**src/rtl/tok_rf_pkg.sv**
```systemverilog
package tok_rf_pkg;
  // Dest code k (1..n) addresses consumer k-1; 0 means unused.
  function automatic logic dest_hit(input int unsigned code, input int unsigned cons);
    return code == cons + 1;
  endfunction
endpackage

```
**src/rtl/tok_rcv.sv**
```systemverilog
module tok_rcv #(
  parameter int NUM_SRC = 4,
  localparam int SW = (NUM_SRC > 1) ? $clog2(NUM_SRC) : 1
) (
  input  logic [NUM_SRC-1:0] tok_i,
  input  logic [NUM_SRC-1:0] vld_i,
  output logic               has_tok_o,
  output logic               vld_o,
  output logic [SW-1:0]      sel_o
);
  assign has_tok_o = |tok_i;
  assign vld_o     = |(tok_i & vld_i);

  // OR-gate encoder: select bit b collects every source whose index has bit b set
  for (genvar b = 0; b < SW; b++) begin : g_bit
    logic [NUM_SRC-1:0] mask;
    for (genvar i = 0; i < NUM_SRC; i++) begin : g_src
      assign mask[i] = ((i >> b) & 1) == 1;
    end
    assign sel_o[b] = |(tok_i & mask);
  end
endmodule

```
**src/rtl/tok_snd.sv**
```systemverilog
module tok_snd
  import tok_rf_pkg::*;
#(
  parameter int NUM_DEST = 2,
  parameter int NUM_CONS = 4,
  localparam int DW = $clog2(NUM_CONS + 1)
) (
  input  logic                   en_i,
  input  logic                   vld_i,
  input  logic [NUM_DEST*DW-1:0] dest_i,
  output logic [NUM_CONS-1:0]    tok_o,
  output logic [NUM_CONS-1:0]    vld_o
);
  for (genvar c = 0; c < NUM_CONS; c++) begin : g_cons
    logic [NUM_DEST-1:0] hit;
    for (genvar j = 0; j < NUM_DEST; j++) begin : g_dst
      assign hit[j] = dest_hit(int'(dest_i[j*DW +: DW]), c);
    end
    assign tok_o[c] = en_i & (|hit);
    assign vld_o[c] = tok_o[c] & vld_i;
  end
endmodule

```
**src/rtl/vbit_rf.sv**
```systemverilog
module vbit_rf #(
  parameter int DEPTH  = 8,
  parameter int NUM_RD = 2,
  localparam int AW = $clog2(DEPTH)
) (
  input  logic               clk_i,
  input  logic               rst_ni,
  input  logic               clr_i,
  input  logic               we_i,
  input  logic [AW-1:0]      waddr_i,
  input  logic               wbit_i,
  input  logic [NUM_RD*AW-1:0] raddr_i,
  output logic [NUM_RD-1:0]  rbit_o
);
  logic [DEPTH-1:0] bits_q;

  always_ff @(posedge clk_i or negedge rst_ni) begin
    if (!rst_ni)    bits_q <= '0;
    else if (clr_i) bits_q <= '0;
    else if (we_i)  bits_q[waddr_i] <= wbit_i;
  end

  for (genvar p = 0; p < NUM_RD; p++) begin : g_rd
    assign rbit_o[p] = bits_q[raddr_i[p*AW +: AW]];
  end
endmodule

```
**src/rtl/tok_rf_ctrl.sv**
```systemverilog
module tok_rf_ctrl #(
  parameter int NUM_SRC  = 4,
  parameter int DEPTH    = 8,
  parameter int NUM_RD   = 2,
  parameter int NUM_DEST = 2,
  parameter int NUM_CONS = 4,
  localparam int AW = $clog2(DEPTH),
  localparam int SW = (NUM_SRC > 1) ? $clog2(NUM_SRC) : 1,
  localparam int DW = $clog2(NUM_CONS + 1)
) (
  input  logic                          clk_i,
  input  logic                          rst_ni,
  input  logic                          clr_i,
  input  logic [NUM_SRC-1:0]            wr_tok_i,
  input  logic [NUM_SRC-1:0]            wr_vld_i,
  input  logic [AW-1:0]                 wr_addr_i,
  output logic                          wr_addr_req_o,
  output logic                          wr_en_o,
  output logic [SW-1:0]                 wr_sel_o,
  input  logic [NUM_RD-1:0]             rd_gen_i,
  input  logic [NUM_RD*AW-1:0]          rd_addr_i,
  input  logic [NUM_RD*NUM_DEST*DW-1:0] rd_dest_i,
  output logic [NUM_RD-1:0]             rd_addr_req_o,
  output logic [NUM_RD-1:0]             rd_dest_req_o,
  output logic [NUM_RD*NUM_CONS-1:0]    rd_tok_o,
  output logic [NUM_RD*NUM_CONS-1:0]    rd_vld_o
);
  logic              has_tok;
  logic              wbit;
  logic [NUM_RD-1:0] rbit;

  tok_rcv #(.NUM_SRC(NUM_SRC)) u_rcv (
    .tok_i(wr_tok_i), .vld_i(wr_vld_i),
    .has_tok_o(has_tok), .vld_o(wbit), .sel_o(wr_sel_o)
  );

  assign wr_addr_req_o = has_tok;
  assign wr_en_o       = has_tok;

  vbit_rf #(.DEPTH(DEPTH), .NUM_RD(NUM_RD)) u_vrf (
    .clk_i, .rst_ni, .clr_i,
    .we_i(has_tok), .waddr_i(wr_addr_i), .wbit_i(wbit),
    .raddr_i(rd_addr_i), .rbit_o(rbit)
  );

  for (genvar p = 0; p < NUM_RD; p++) begin : g_port
    assign rd_addr_req_o[p] = rd_gen_i[p];
    assign rd_dest_req_o[p] = rd_gen_i[p];
    tok_snd #(.NUM_DEST(NUM_DEST), .NUM_CONS(NUM_CONS)) u_snd (
      .en_i(rd_gen_i[p]), .vld_i(rbit[p]),
      .dest_i(rd_dest_i[p*NUM_DEST*DW +: NUM_DEST*DW]),
      .tok_o(rd_tok_o[p*NUM_CONS +: NUM_CONS]),
      .vld_o(rd_vld_o[p*NUM_CONS +: NUM_CONS])
    );
  end
endmodule

```
**config.mk**
```make
export PLATFORM = sky130hd
export DESIGN_NAME = tok_rf_ctrl
export DESIGN_NICKNAME = d
export VERILOG_FILES = /design/src/rtl/tok_rf_pkg.sv /design/src/rtl/tok_rcv.sv /design/src/rtl/tok_snd.sv /design/src/rtl/vbit_rf.sv /design/src/rtl/tok_rf_ctrl.sv
export SDC_FILE = /design/constraint.sdc
export NUM_CORES = 1
export LEC_CHECK = 0
export BUFFER_PORTS_ARGS = -buffer_cell sky130_fd_sc_hd__buf_4
export CELL_PAD_IN_SITES_DETAIL_PLACEMENT = 1
export CELL_PAD_IN_SITES_GLOBAL_PLACEMENT = 2
export CORE_ASPECT_RATIO = 1.4
export CORE_MARGIN = 2
export CORE_UTILIZATION = 24
export CTS_BUF_LIST = sky130_fd_sc_hd__clkbuf_8
export DETAILED_ROUTE_END_ITERATION = 12
export PLACE_DENSITY_LB_ADDON = 0.1
export SYNTH_ARGS = -nofsm -noshare
export SYNTH_HDL_FRONTEND = slang
export SYNTH_SLANG_ARGS = --single-unit
```
**constraint.sdc**
```tcl
create_clock -name clk_i -period 1.73 [get_ports clk_i]
set_input_delay 0.173 -clock clk_i [delete_from_list [all_inputs] [get_ports clk_i]]
set_output_delay 0.173 -clock clk_i [all_outputs]
set_load 0.03 [all_outputs]
```
After elaboration in Yosys (flattened, before gate mapping)
Cells that the tools add are included.
{"block": "totals", "out_inout_bits": 24, "ff_bits": 8}
{"block": "op_classes", "n_eq_ne": 16, "magnitude_cmp": 4, "n_reduce_logical": 14, "muxes": 9, "n_bitwise": 17}
{"cell": "3-bit by 2-bit == test with 1-bit output, second input constant", "n": 8}
{"cell": "2-bit OR reduction", "n": 10}
{"cell": "1-bit AND", "n": 16}
{"cell": "8-bit two-way mux", "n": 2}
{"cell": "3-bit by 1-bit == test with 1-bit output, second input constant", "n": 4}
{"cell": "3-bit == test, second input constant", "n": 4}
{"cell": "3-bit by 4-bit less-than comparator with 1-bit output, second input constant", "n": 3}
{"cell": "8-bit bitwise mux", "n": 1}
{"cell": "4-bit OR reduction", "n": 2}
{"cell": "1-bit binary-select mux with 3-bit select", "n": 2}
{"cell": "4-bit AND", "n": 1}
{"cell": "1-bit demux with 3-bit select", "n": 1}
{"cell": "3-bit by 1-bit >= comparator with 1-bit output, second input constant", "n": 1}
{"cell": "1-bit two-way mux", "n": 3}
{"cell": "2-bit nonzero test", "n": 1}
{"cell": "1-bit logical AND", "n": 1}

Longest topological paths before layout
Gate-level depths: netlist of run 1.
{"block": "logic_depth", "word_depth": 7, "mapped_depth": 4, "mapped_depth_nobuf": 3}

Hierarchy
Synthesis of run 1 repeated with hierarchy kept, for this count alone.
{"block": "hier_totals", "cells_unflattened": 85, "hier_area_um2": 842.1}
{"module": "vbit_rf", "seq_area_each_um2": 200.2, "cells_per_inst": 40, "area_per_inst_um2": 524.3, "n_inst": 1}
{"module": "tok_snd", "seq_area_each_um2": 0.0, "cells_per_inst": 17, "area_per_inst_um2": 121.4, "n_inst": 2}
{"module": "tok_rcv", "seq_area_each_um2": 0.0, "cells_per_inst": 6, "area_per_inst_um2": 37.5, "n_inst": 1}
{"module": "tok_rf_ctrl", "seq_area_each_um2": 0.0, "cells_per_inst": 5, "area_per_inst_um2": 37.5, "n_inst": 1}

Worst setup path after synthesis of run 1
No wires, ideal clock.
{"block": "synth_path", "kind": "in2out", "startpoint": "input port rd_dest_i[11]", "endpoint": "output port rd_vld_o[5]", "required_time_ps": 1557, "setup_slack_ps": -897, "stages": 2, "n_path_buf": 0, "t_arrival_ps": 2454, "cell_sequence": "o41ai_1 > nor4b_1"}
{"block": "synth_between", "elab_chain_len": 4}
{"element": "start, declared", "line": "tok_rf_ctrl.sv:22", "text": "input logic [NUM_RD*NUM_DEST*DW-1:0] rd_dest_i,"}
{"element": "3-bit by 2-bit == test with 1-bit output", "line": "tok_rf_pkg.sv:4", "text": "return code == cons + 1;"}
{"element": "2-bit OR reduction", "line": "tok_snd.sv:19", "text": "assign tok_o[c] = en_i & (|hit);"}
{"element": "1-bit AND", "line": "tok_snd.sv:19"}
{"element": "1-bit AND", "line": "tok_snd.sv:20", "text": "assign vld_o[c] = tok_o[c] & vld_i;"}
{"element": "end, declared", "line": "tok_rf_ctrl.sv:26", "text": "output logic [NUM_RD*NUM_CONS-1:0] rd_vld_o"}
No other way between the ends.

Final worst setup path of run 1
{"block": "layout_path", "startpoint": "register u_vrf.bits_q[2]", "endpoint": "output port rd_vld_o[4]"}
{"block": "layout_between", "elab_chain_len": 3}
{"element": "start, declared", "line": "vbit_rf.sv:15", "text": "logic [DEPTH-1:0] bits_q;"}
{"element": "start signal, assigned by index", "line": "vbit_rf.sv:20", "text": "else if (we_i) bits_q[waddr_i] <= wbit_i;"}
{"element": "1-bit binary-select mux with 3-bit select", "line": "vbit_rf.sv:24", "text": "assign rbit_o[p] = bits_q[raddr_i[p*AW +: AW]];"}
{"element": "1-bit two-way mux (not written as such)", "line": "vbit_rf.sv:24"}
{"element": "1-bit AND", "line": "tok_snd.sv:20"}
No other way between the ends. The select of a mux whose other input is x is not followed.

==> results of run 1 <==
metrics by stage:
step	setup TNS, ns	std cells	cell area, um2
floorplan	-0.102	108	947
finish	0	206	1460
global placement	0	202	1390
global route	0	206	1460
CTS	0	206	1460
detailed placement	0	202	1390
placed cells by master, fill, tap and decap left out, drive strengths merged, types with 2 or more instances in the layout:
cell	count
a21oi	7
a311oi	7
a32oi	2
and2	3
buf	59
clkbuf	3
dfrtp	8
inv	9
mux2	6
mux2i	2
nand2	2
nand2b	6
nor2	14
nor2b	2
nor3	2
nor3b	4
nor4	4
nor4b	3
o22ai	2
o2bb2ai	2
o32a	2
o32ai	2
or2	2
worst max-delay path: cells and delay by family (launching register included):
family | cells | cell delay, ns
simple gates | 1 | 0.09
buf+inv | 1 | 0.18
flops | 1 | 0.40
mux | 1 | 0.30
compound gates | 1 | 0.27
kinds of logic after synthesis:
family / Yosys count / synth area share
mux: 8 / 0.0978
flops: 8 / 0.223
compound gates: 31 / 0.284
simple gates: 45 / 0.299
buf+inv: 16 / 0.0964
power by group through the flow:
stage,logic (mW),clock network (mW),registers [mW]
after floorplan,0.175,0,0.205
after global placement,0.309,0,0.209
after detailed placement,0.316,0,0.209
after CTS,0.325,0.230,0.206
after global routing,0.348,0.236,0.207
final,0.320,0.222,0.206
layer usage:
metal	GRT usage	share of wire	routed length [um]
met2	0.287	0.60	1850
met5	0	0	0
met1	0.154	0.35	1090
met3	0.0255	0.044	136
met4	0.0366	0.0039	12
worst max-delay path by stage:
stage / startpoint / endpoint / slack [ns] / cells after the start
4_1_cts: u_vrf.bits_q[3]$_DFFE_PN0P_ / rd_vld_o[4] / 0.07 / 4
5_1_grt: u_vrf.bits_q[6]$_DFFE_PN0P_ / rd_vld_o[3] / 0.03 / 5
2_1_floorplan: rd_dest_i[11] / rd_vld_o[5] / -0.10 / 2
3_5_place_dp: u_vrf.bits_q[6]$_DFFE_PN0P_ / rd_vld_o[4] / 0.17 / 4
3_3_place_gp: u_vrf.bits_q[3]$_DFFE_PN0P_ / rd_vld_o[0] / 0.25 / 4
6_report: u_vrf.bits_q[2]$_DFFE_PN0P_ / rd_vld_o[4] / 0.09 / 4
layout make-up:
type | instances | area [um2] | share of cell area
multi-input combinational | 84 | 679 | 0.465
timing repair buffer | 60 | 453 | 0.310
sequential | 8 | 200 | 0.137
tap | 42 | 52.6 | 0.0360
clock buffer | 3 | 41.3 | 0.0283
inverter | 9 | 33.8 | 0.0231
timing repair:
| item | in CTS | in global routing |
|---|---|---|
| resized for setup | 3 | 0 |
| hold buffers | 1 | 0 |
| hold endpoints to repair | 8 | 0 |
| setup endpoints to repair | 7 | 0 |
==> flow_summary.ini, run 1 <==
[final_layout]
fillers = 450
drive_gt1_frac = 0.530
largest_register_ffs = 8
n_antenna_cell = 0
final_core_util = 0.404
largest-register = u_vrf.bits_q
fin_nets = 200
syn2layout_area_growth_pct = 63.0
top_regs = u_vrf.bits_q: 8 flops

[timing]
finalWorstSetupSlack_ns = 0.0927
tightest_slew_ns = 0.326
worst_hold_slack_ns = 0.169
min_period_ns = 1.64
max_freq_ghz = 0.611
hold_viol = 0
grt_setup_unrepaired = no
finClkSkew_ns = 0
period_share = 0.946
slew-limit-headroom = 0.782
setup_viol = 0
slew_violations = 0

[power_and_ir_drop]
power_mw = 0.749
power.density_mw_per_mm2 = 513
intPower_mw = 0.495
p_sw_mw = 0.253
ir_drop_mv = 0.338
power_leakage_nw = 0.659
comb_power_share = 0.428
switching_share = 0.338
seqPwrFrac = 0.275
p_clk_frac = 0.297

[hold_path]
holdPathStages = 2
worstHoldEndpoint = u_vrf.bits_q[5]$_DFFE_PN0P_
hold_path.class = in2reg
min_from = clr_i

[synthesis]
synth_cells = 108
synth_top_cell_by_area = dfrtp_1
synth_edf_count = 0
syn_area_per_cell_um2 = 8.29
yosys_warnings = 0
ys_ff_latch = 8
ys_seq_area_frac = 0.223
synth.most_common_cell = nor2_1
syn_nets = 142
syn_area_um2 = 896
yosysUniqueCellTypes = 35
ys.flop_type = dfrtp_1
yosysTopAreaCellShare = 0.223
synthArstFlopShare = 1.00
yosys-top-cells-count = 14 x nor2_1, 9 x inv_1, 8 x dfrtp_1
synthTopCellsByArea = dfrtp_1 22%, mux2_2 7.5%, a311oi_1 6.8%, nor2_1 5.9%, buf_4 4.2%

[detailed_routing]
viasPerCell = 5.13
ant_nets = 0
drc = 0
drtIter0Drc = 18
wl_mm = 3.09
vias = 1057
drt-pass1-iter-count = 3
wire_per_inst_um = 15.0

[placed_design]
gp_congestion = 0.802
numPortBuffers = 57
post-dp-hpwl_mm = 2.61
pre_cts_slack_ns = 0.174

[job]
max-cap-violations = 0

[clocking]
post_cts_buffers = 0
htree_levels = 1
cts-buffers-inserted = 3
cts.sinks = 8
clk_pin_slew_worst_paths_ns = 0.04
clock_tree.buffer_depth = 2
cts_root_buffer = clkbuf_8
clock_latency_ns = 0.22
cts_tree = done

[worst_setup_path]
cp_slowest_cell = dfrtp_1
slowest_delay_ns = 0.40
worst-setup-path-type = reg2out
crit_fanout = 3
cp_cell_sequence = mux2_2 -> o22ai_2 -> nor4b_2 -> buf_4
r2r-end = u_vrf.bits_q[4]$_DFFE_PN0P_
required_ns = 1.56
r2r-start = u_vrf.bits_q[4]$_DFFE_PN0P_
crit_arrival_ns = 1.46
r2r_slack_ns = 0.95
cp-end-kind = output pin
start_kind = register
r2r_cells = 2

[floorplan]
start_util = 0.248
core-area_mm2 = 0.00361
rows = 26
die_area_mm2 = 0.00424
die_w_um = 55.6
pin_count = 58
die_y_um = 76.3

[global_routing]
grt_pass1_wl_mm = 5.18
grt_pass1_vias = 1136
grt.overflow.total = 0
track_usage = 0.146
grt_start_max_net_pins = 11
antenna_found_initial = 0

[run_status]
status = completed
(Power assumes the default switching activity.)
==> inputs of run 2 (changes only) <==
--- a/config.mk
+++ b/config.mk
@@ -10,10 +10,11 @@
 export CELL_PAD_IN_SITES_GLOBAL_PLACEMENT = 2
 export CORE_ASPECT_RATIO = 1.4
 export CORE_MARGIN = 2
-export CORE_UTILIZATION = 24
+export CORE_UTILIZATION = 20
 export CTS_BUF_LIST = sky130_fd_sc_hd__clkbuf_8
 export DETAILED_ROUTE_END_ITERATION = 12
 export PLACE_DENSITY_LB_ADDON = 0.1
 export SYNTH_ARGS = -nofsm -noshare
 export SYNTH_HDL_FRONTEND = slang
+export SYNTH_HIERARCHICAL = 1
 export SYNTH_SLANG_ARGS = --single-unit
==> constraint.sdc (replaced) <==
create_clock -name clk_i -period 1.35 [get_ports clk_i]
set_input_delay 0.135 -clock clk_i [delete_from_list [all_inputs] [get_ports clk_i]]
set_output_delay 0.135 -clock clk_i [all_outputs]
set_load 0.03 [all_outputs]
==> flow_summary.ini, run 2 <==
[floorplan]
die_w_um = 58.8
core-area_mm2 = 0.00399
rows = 27
die_y_um = 80.8
die_area_mm2 = 0.00475
start_util = 0.211
pin_count = 58

[worst_setup_path]
cp_num_buf_inv = 1
path_depth = 5
r2r_cells = 3
r2r-end = u_vrf/bits_q[6]$_DFFE_PN0P_
start_kind = register
worst-setup-path-type = reg2out
cp_top_family = multiplexers
crit_fanout = 4
required_ns = 1.22
r2r-start = u_vrf/bits_q[6]$_DFFE_PN0P_
cp-end-kind = output pin
cp_slowest_cell = mux4_2
slowest_delay_ns = 0.49
cp_cell_sequence = mux4_2 -> mux2_4 -> nand2_8 -> a21oi_4 -> buf_6
r2r_slack_ns = 0.53
crit_arrival_ns = 1.68

[synthesis]
yosysUniqueCellTypes = 20
synth.most_common_cell = or3b_1
syn_area_per_cell_um2 = 9.91
yosysTopAreaCellShare = 0.238
synth_top_cell_by_area = dfrtp_1
synthArstFlopShare = 1.00
ys_ff_latch = 8
synthTopCellsByArea = dfrtp_1 24%, mux4_1 12%, or3b_1 12%, mux2i_1 9.5%, a21boi_1 7.1%
synth_edf_count = 0
yosys_warnings = 6
syn_area_um2 = 842
syn_nets = 119
ys_seq_area_frac = 0.238
synth_cells = 85
ys.flop_type = dfrtp_1

[clocking]
clock_latency_ns = 0.22
cts.sinks = 8
cts-buffers-inserted = 3
cts_root_buffer = clkbuf_8
clock_tree.buffer_depth = 2
htree_levels = 1
clk_pin_slew_worst_paths_ns = 0.04
cts_tree = done

[timing]
max_freq_ghz = 0.552
slew_violations = 0
grt_setup_unrepaired = yes
finalWorstSetupSlack_ns = -0.461
tightest_slew_ns = 0.310
period_share = 1.34
finClkSkew_ns = 0
slew-limit-headroom = 0.793
setup_viol = 8
setup_tns_ns = -3.61
min_period_ns = 1.81
hold_viol = 0

[final_layout]
syn2layout_area_growth_pct = 84.4
n_antenna_cell = 0
drive_gt1_frac = 0.610
largest_register_ffs = 8
top_regs = u_vrf/bits_q: 8 flops
largest-register = u_vrf/bits_q
fin_nets = 182
fillers = 462
fin_cells = 189
final_cell_mix = 53 x buf_4, 12 x or3b_1, 11 x buf_6
final_common_cell = buf_4

[detailed_routing]
viasPerCell = 4.87
ant_nets = 0
drt-pass1-iter-count = 8
drtIter0Drc = 29
vias = 921
wire_per_inst_um = 15.1
drc = 5
wl_mm = 2.85

[global_routing]
grt_pass1_wl_mm = 4.29
track_usage = 0.117
grt_pass1_vias = 949
antenna_found_initial = 0
grt.overflow.total = 0
grt_start_max_net_pins = 9

[power_and_ir_drop]
ir_drop_mv = 0.648
power.density_mw_per_mm2 = 579
power_leakage_nw = 0.675

[hold_path]
hold_path.class = in2reg
min_from = clr_i
holdPathStages = 2
worstHoldEndpoint = u_vrf/bits_q[4]$_DFFE_PN0P_

[placed_design]
post-dp-hpwl_mm = 2.43
numPortBuffers = 57
gp_congestion = 0.806
placed_cells_incl_taps = 182

[run_status]
status = finished with violations
violations = design-rule violations, negative setup slack

[job]
max-cap-violations = 0
run 2: cell types whose count changed after synthesis, sizes merged, moves of 4 or more:
cell and change:
mux2i +6, nor3b -4, nand2b -6, a21boi +8, nand3b +4, mux4 +4, mux2 -4, inv -9
nor4 -4, a311oi -7, or3b +12, nor2 -6
run 2: cell families after synthesis:
logic type	synth area share
mux	0.247
flops	0.238
compound gates	0.137
buf+inv	0.0535
simple gates	0.325
run 2: worst max path at each step:
stage,startpoint,to,slack (ns)
final,u_vrf/bits_q[7]$_DFFE_PN0P_,rd_vld_o[2],-0.46
after global routing,u_vrf/bits_q[5]$_DFFE_PN0P_,rd_vld_o[2],-0.50
after CTS,u_vrf/bits_q[5]$_DFFE_PN0P_,rd_vld_o[2],-0.49
after detailed placement,u_vrf/bits_q[6]$_DFFE_PN0P_,rd_vld_o[6],-0.26
after global placement,u_vrf/bits_q[6]$_DFFE_PN0P_,rd_vld_o[7],-0.25
after floorplan,wr_tok_i[3],u_vrf/bits_q[1]$_DFFE_PN0P_,-0.1
run 2: per-layer routing:
| metal | GRT usage | up-vias | wire [um] |
|---|---|---|---|
| met2 | 0.243 | 28 | 1720 |
| li1 | - | 447 | - |
| met3 | 0.0111 | 0 | 147 |
| met1 | 0.121 | 446 | 984 |
| met4 | 0.0205 | 0 | 0 |
| met5 | 0 | - | 0 |
run 2: report_power, final:
part | total [mW] | internal [mW] | switching, mW
Sequential | 0.259 | 0.252 | 0.00765
Combinational | 0.362 | 0.180 | 0.182
Clock | 0.278 | 0.192 | 0.0858
Total | 0.899 | 0.624 | 0.275
run 2: what timing repair did:
action | in CTS | in global routing
pin swaps | 3 | 3
hold endpoints to repair | 8 | 0
setup buffers | 2 | 1
hold buffers | 1 | 0
gates resized for setup | 11 | 0
setup endpoints to repair | 10 | 12
run 2: metrics by stage:
step / power (mW) / hold WS [ns] / setup WS (ns) / instance area, um2 / util
5_1_grt: 0.950 / 0.148 / -0.505 / 1550 / 0.390
3_5_place_dp: 0.618 / -0.0377 / -0.257 / 1440 / 0.361
4_1_cts: 0.914 / 0.148 / -0.485 / 1550 / 0.388
3_3_place_gp: 0.612 / -0.0383 / -0.251 / 1440 / 0.361
2_1_floorplan: 0.450 / -0.161 / -0.0965 / 971 / -
6_report: 0.899 / 0.146 / -0.461 / 1550 / 0.390
run 2: final cells by class:
class / instances / area (um2) / share of cell area
clock buffer: 3 / 41.3 / 0.0266
tap: 43 / 53.8 / 0.0346
sequential: 8 / 200 / 0.129
multi-input combinational: 70 / 726 / 0.467
timing repair buffer: 65 / 532 / 0.342
==> inputs of run 3 (changes only) <==
--- a/config.mk
+++ b/config.mk
@@ -8,7 +8,6 @@
 export BUFFER_PORTS_ARGS = -buffer_cell sky130_fd_sc_hd__buf_4
 export CELL_PAD_IN_SITES_DETAIL_PLACEMENT = 1
 export CELL_PAD_IN_SITES_GLOBAL_PLACEMENT = 2
-export CORE_ASPECT_RATIO = 1.4
 export CORE_MARGIN = 2
 export CORE_UTILIZATION = 20
 export CTS_BUF_LIST = sky130_fd_sc_hd__clkbuf_8
==> flow_summary.ini, run 3 (synthesized netlist as in run 2, its figures left out) <==
[clocking]
htree_levels = 1
cts_tree = done
clock_tree.buffer_depth = 2
cts.sinks = 8
clock_latency_ns = 0.23
cts-buffers-inserted = 3
clk_pin_slew_worst_paths_ns = 0.04
cts_root_buffer = clkbuf_8

[floorplan]
start_util = 0.209
rows = 23
die_area_mm2 = 0.00475
pin_count = 58
die_w_um = 68.9
die_y_um = 68.9
core-area_mm2 = 0.00403

[hold_path]
hold_path.class = in2reg

[worst_setup_path]
cp_top_family = multiplexers
required_ns = 1.22
r2r-end = u_vrf/bits_q[3]$_DFFE_PN0P_
start_kind = register
cp_slowest_cell = mux4_2
r2r-start = u_vrf/bits_q[3]$_DFFE_PN0P_
cp_num_buf_inv = 1
cp-startpoint = u_vrf/bits_q[5]$_DFFE_PN0P_
cp-end-kind = output pin
worst-setup-path-type = reg2out
crit_arrival_ns = 1.67
slowest_delay_ns = 0.47
cp_cell_sequence = mux4_2 -> mux2_4 -> nand2_8 -> a21oi_4 -> buf_6
r2r_slack_ns = 0.63
path_depth = 5
crit_fanout = 4
cp-endpoint = rd_vld_o[4]
r2r_cells = 2

[final_layout]
drive_gt1_frac = 0.596
fin_cells = 191
seq_area_um2 = 200
final_cell_mix = 49 x buf_4, 12 x or3b_1, 9 x buf_6
fillers = 474
n_antenna_cell = 0
largest-register = u_vrf/bits_q
multiInputGateArea_um2 = 737
final_common_cell = buf_4
largest_register_ffs = 8
fin_nets = 177
top_regs = u_vrf/bits_q: 8 flops
syn2layout_area_growth_pct = 80.5

[timing]
min_period_ns = 1.80
slew-limit-headroom = 0.827
tightest_slew_ns = 0.259
worst_hold_slack_ns = 0.132
max_freq_ghz = 0.555
finClkSkew_ns = 0
slew_violations = 0
finalWorstSetupSlack_ns = -0.452
grt_setup_unrepaired = yes
period_share = 1.33
setup_viol = 8
hold_viol = 0

[power_and_ir_drop]
intPower_mw = 0.616
p_clk_frac = 0.313
power_leakage_nw = 0.644
comb_power_share = 0.395
ir_drop_mv = 0.457
power.density_mw_per_mm2 = 585
seqPwrFrac = 0.291
switching_share = 0.307
p_sw_mw = 0.273

[global_routing]
grt_use_met2 = 0.206
grt_pass1_wl_mm = 4.06
grt.overflow.total = 0
track_usage = 0.113
antenna_found_initial = 0
use_met3 = 0.0114
grt_pass1_vias = 891
grt_start_max_net_pins = 10
grt_util_met1 = 0.137
busiest_layer = met2

[detailed_routing]
drc = 0
ant_nets = 0
wl_mm = 2.73
vias = 893
drt-pass1-iter-count = 4
viasPerCell = 4.68
wire_per_inst_um = 14.3
drtIter0Drc = 31

[placed_design]
post-dp-hpwl_mm = 2.23
numPortBuffers = 57
placed_cells_incl_taps = 187
gp_congestion = 0.715

[job]
max-cap-violations = 0

[run_status]
status = finished with violations
violations = negative setup slack
run 3: cell types whose count changed in the layout (fill, tap and decap cells not counted):
cell	delta
buf_4	-4
buf_6	-2
or3_4	+1
run 3: timing repair:
item / CTS / global route
hold buffers: 1 / 0
hold endpoints to repair: 8 / 0
pin swaps: 3 / 3
endpoints found under the setup margin: 10 / 10
gates cloned: 0 / 1
setup buffers: 0 / 0
gates resized for setup: 8 / 2
run 3: worst min path at each step:
stage / startpoint / end / cells after the start / slack (ns)
2_1_floorplan: rst_ni / u_vrf/bits_q[0]$_DFFE_PN0P_ / 0 / -0.16
3_3_place_gp: rst_ni / u_vrf/bits_q[1]$_DFFE_PN0P_ / 1 / -0.04
3_5_place_dp: rst_ni / u_vrf/bits_q[0]$_DFFE_PN0P_ / 1 / -0.04
4_1_cts: clr_i / u_vrf/bits_q[5]$_DFFE_PN0P_ / 2 / 0.13
5_1_grt: clr_i / u_vrf/bits_q[5]$_DFFE_PN0P_ / 2 / 0.14
6_report: clr_i / u_vrf/bits_q[5]$_DFFE_PN0P_ / 2 / 0.13
run 3: routing by layer:
| layer | vias to the layer above | routed length, um | part of all wire |
|---|---|---|---|
| met4 | 0 | 42 | 0.015 |
| li1 | 444 | - | - |
| met2 | 27 | 1450 | 0.53 |
| met5 | - | 0 | 0 |
| met1 | 416 | 1120 | 0.41 |
| met3 | 6 | 119 | 0.044 |
run 3: power by group through the flow:
stage | sequential (mW) | clock, mW | combinational [mW]
after floorplan | 0.260 | 0 | 0.190
after global placement | 0.262 | 0 | 0.345
after detailed placement | 0.263 | 0 | 0.347
after CTS | 0.260 | 0.291 | 0.354
after global routing | 0.261 | 0.300 | 0.382
final | 0.259 | 0.279 | 0.352
run 3: cell type report:
| type | count | area share |
|---|---|---|
| multi-input cells | 71 | 0.485 |
| repair buffers | 59 | 0.315 |
| flip-flops and latches | 8 | 0.132 |
| well taps | 50 | 0.0412 |
| clock buffers | 3 | 0.0272 |
run 3: worst register-to-register path: stages, from the launching register on:
cell	delay (ns)
dfrtp_1	0.39
mux2i_1	0.15
nor2_1	0.06
run 3: through the flow:
stage | total power, mW | util | worst slack [ns] | TNS (ns) | cell area [um2]
6_report | 0.890 | 0.377 | -0.452 | -3.58 | 1520
5_1_grt | 0.942 | 0.377 | -0.511 | -4.07 | 1520
4_1_cts | 0.904 | 0.375 | -0.480 | -3.81 | 1510
3_5_place_dp | 0.610 | 0.355 | -0.245 | -2.71 | 1430
3_3_place_gp | 0.607 | 0.355 | -0.250 | -2.59 | 1430
2_1_floorplan | 0.450 | - | -0.0965 | -0.904 | 971
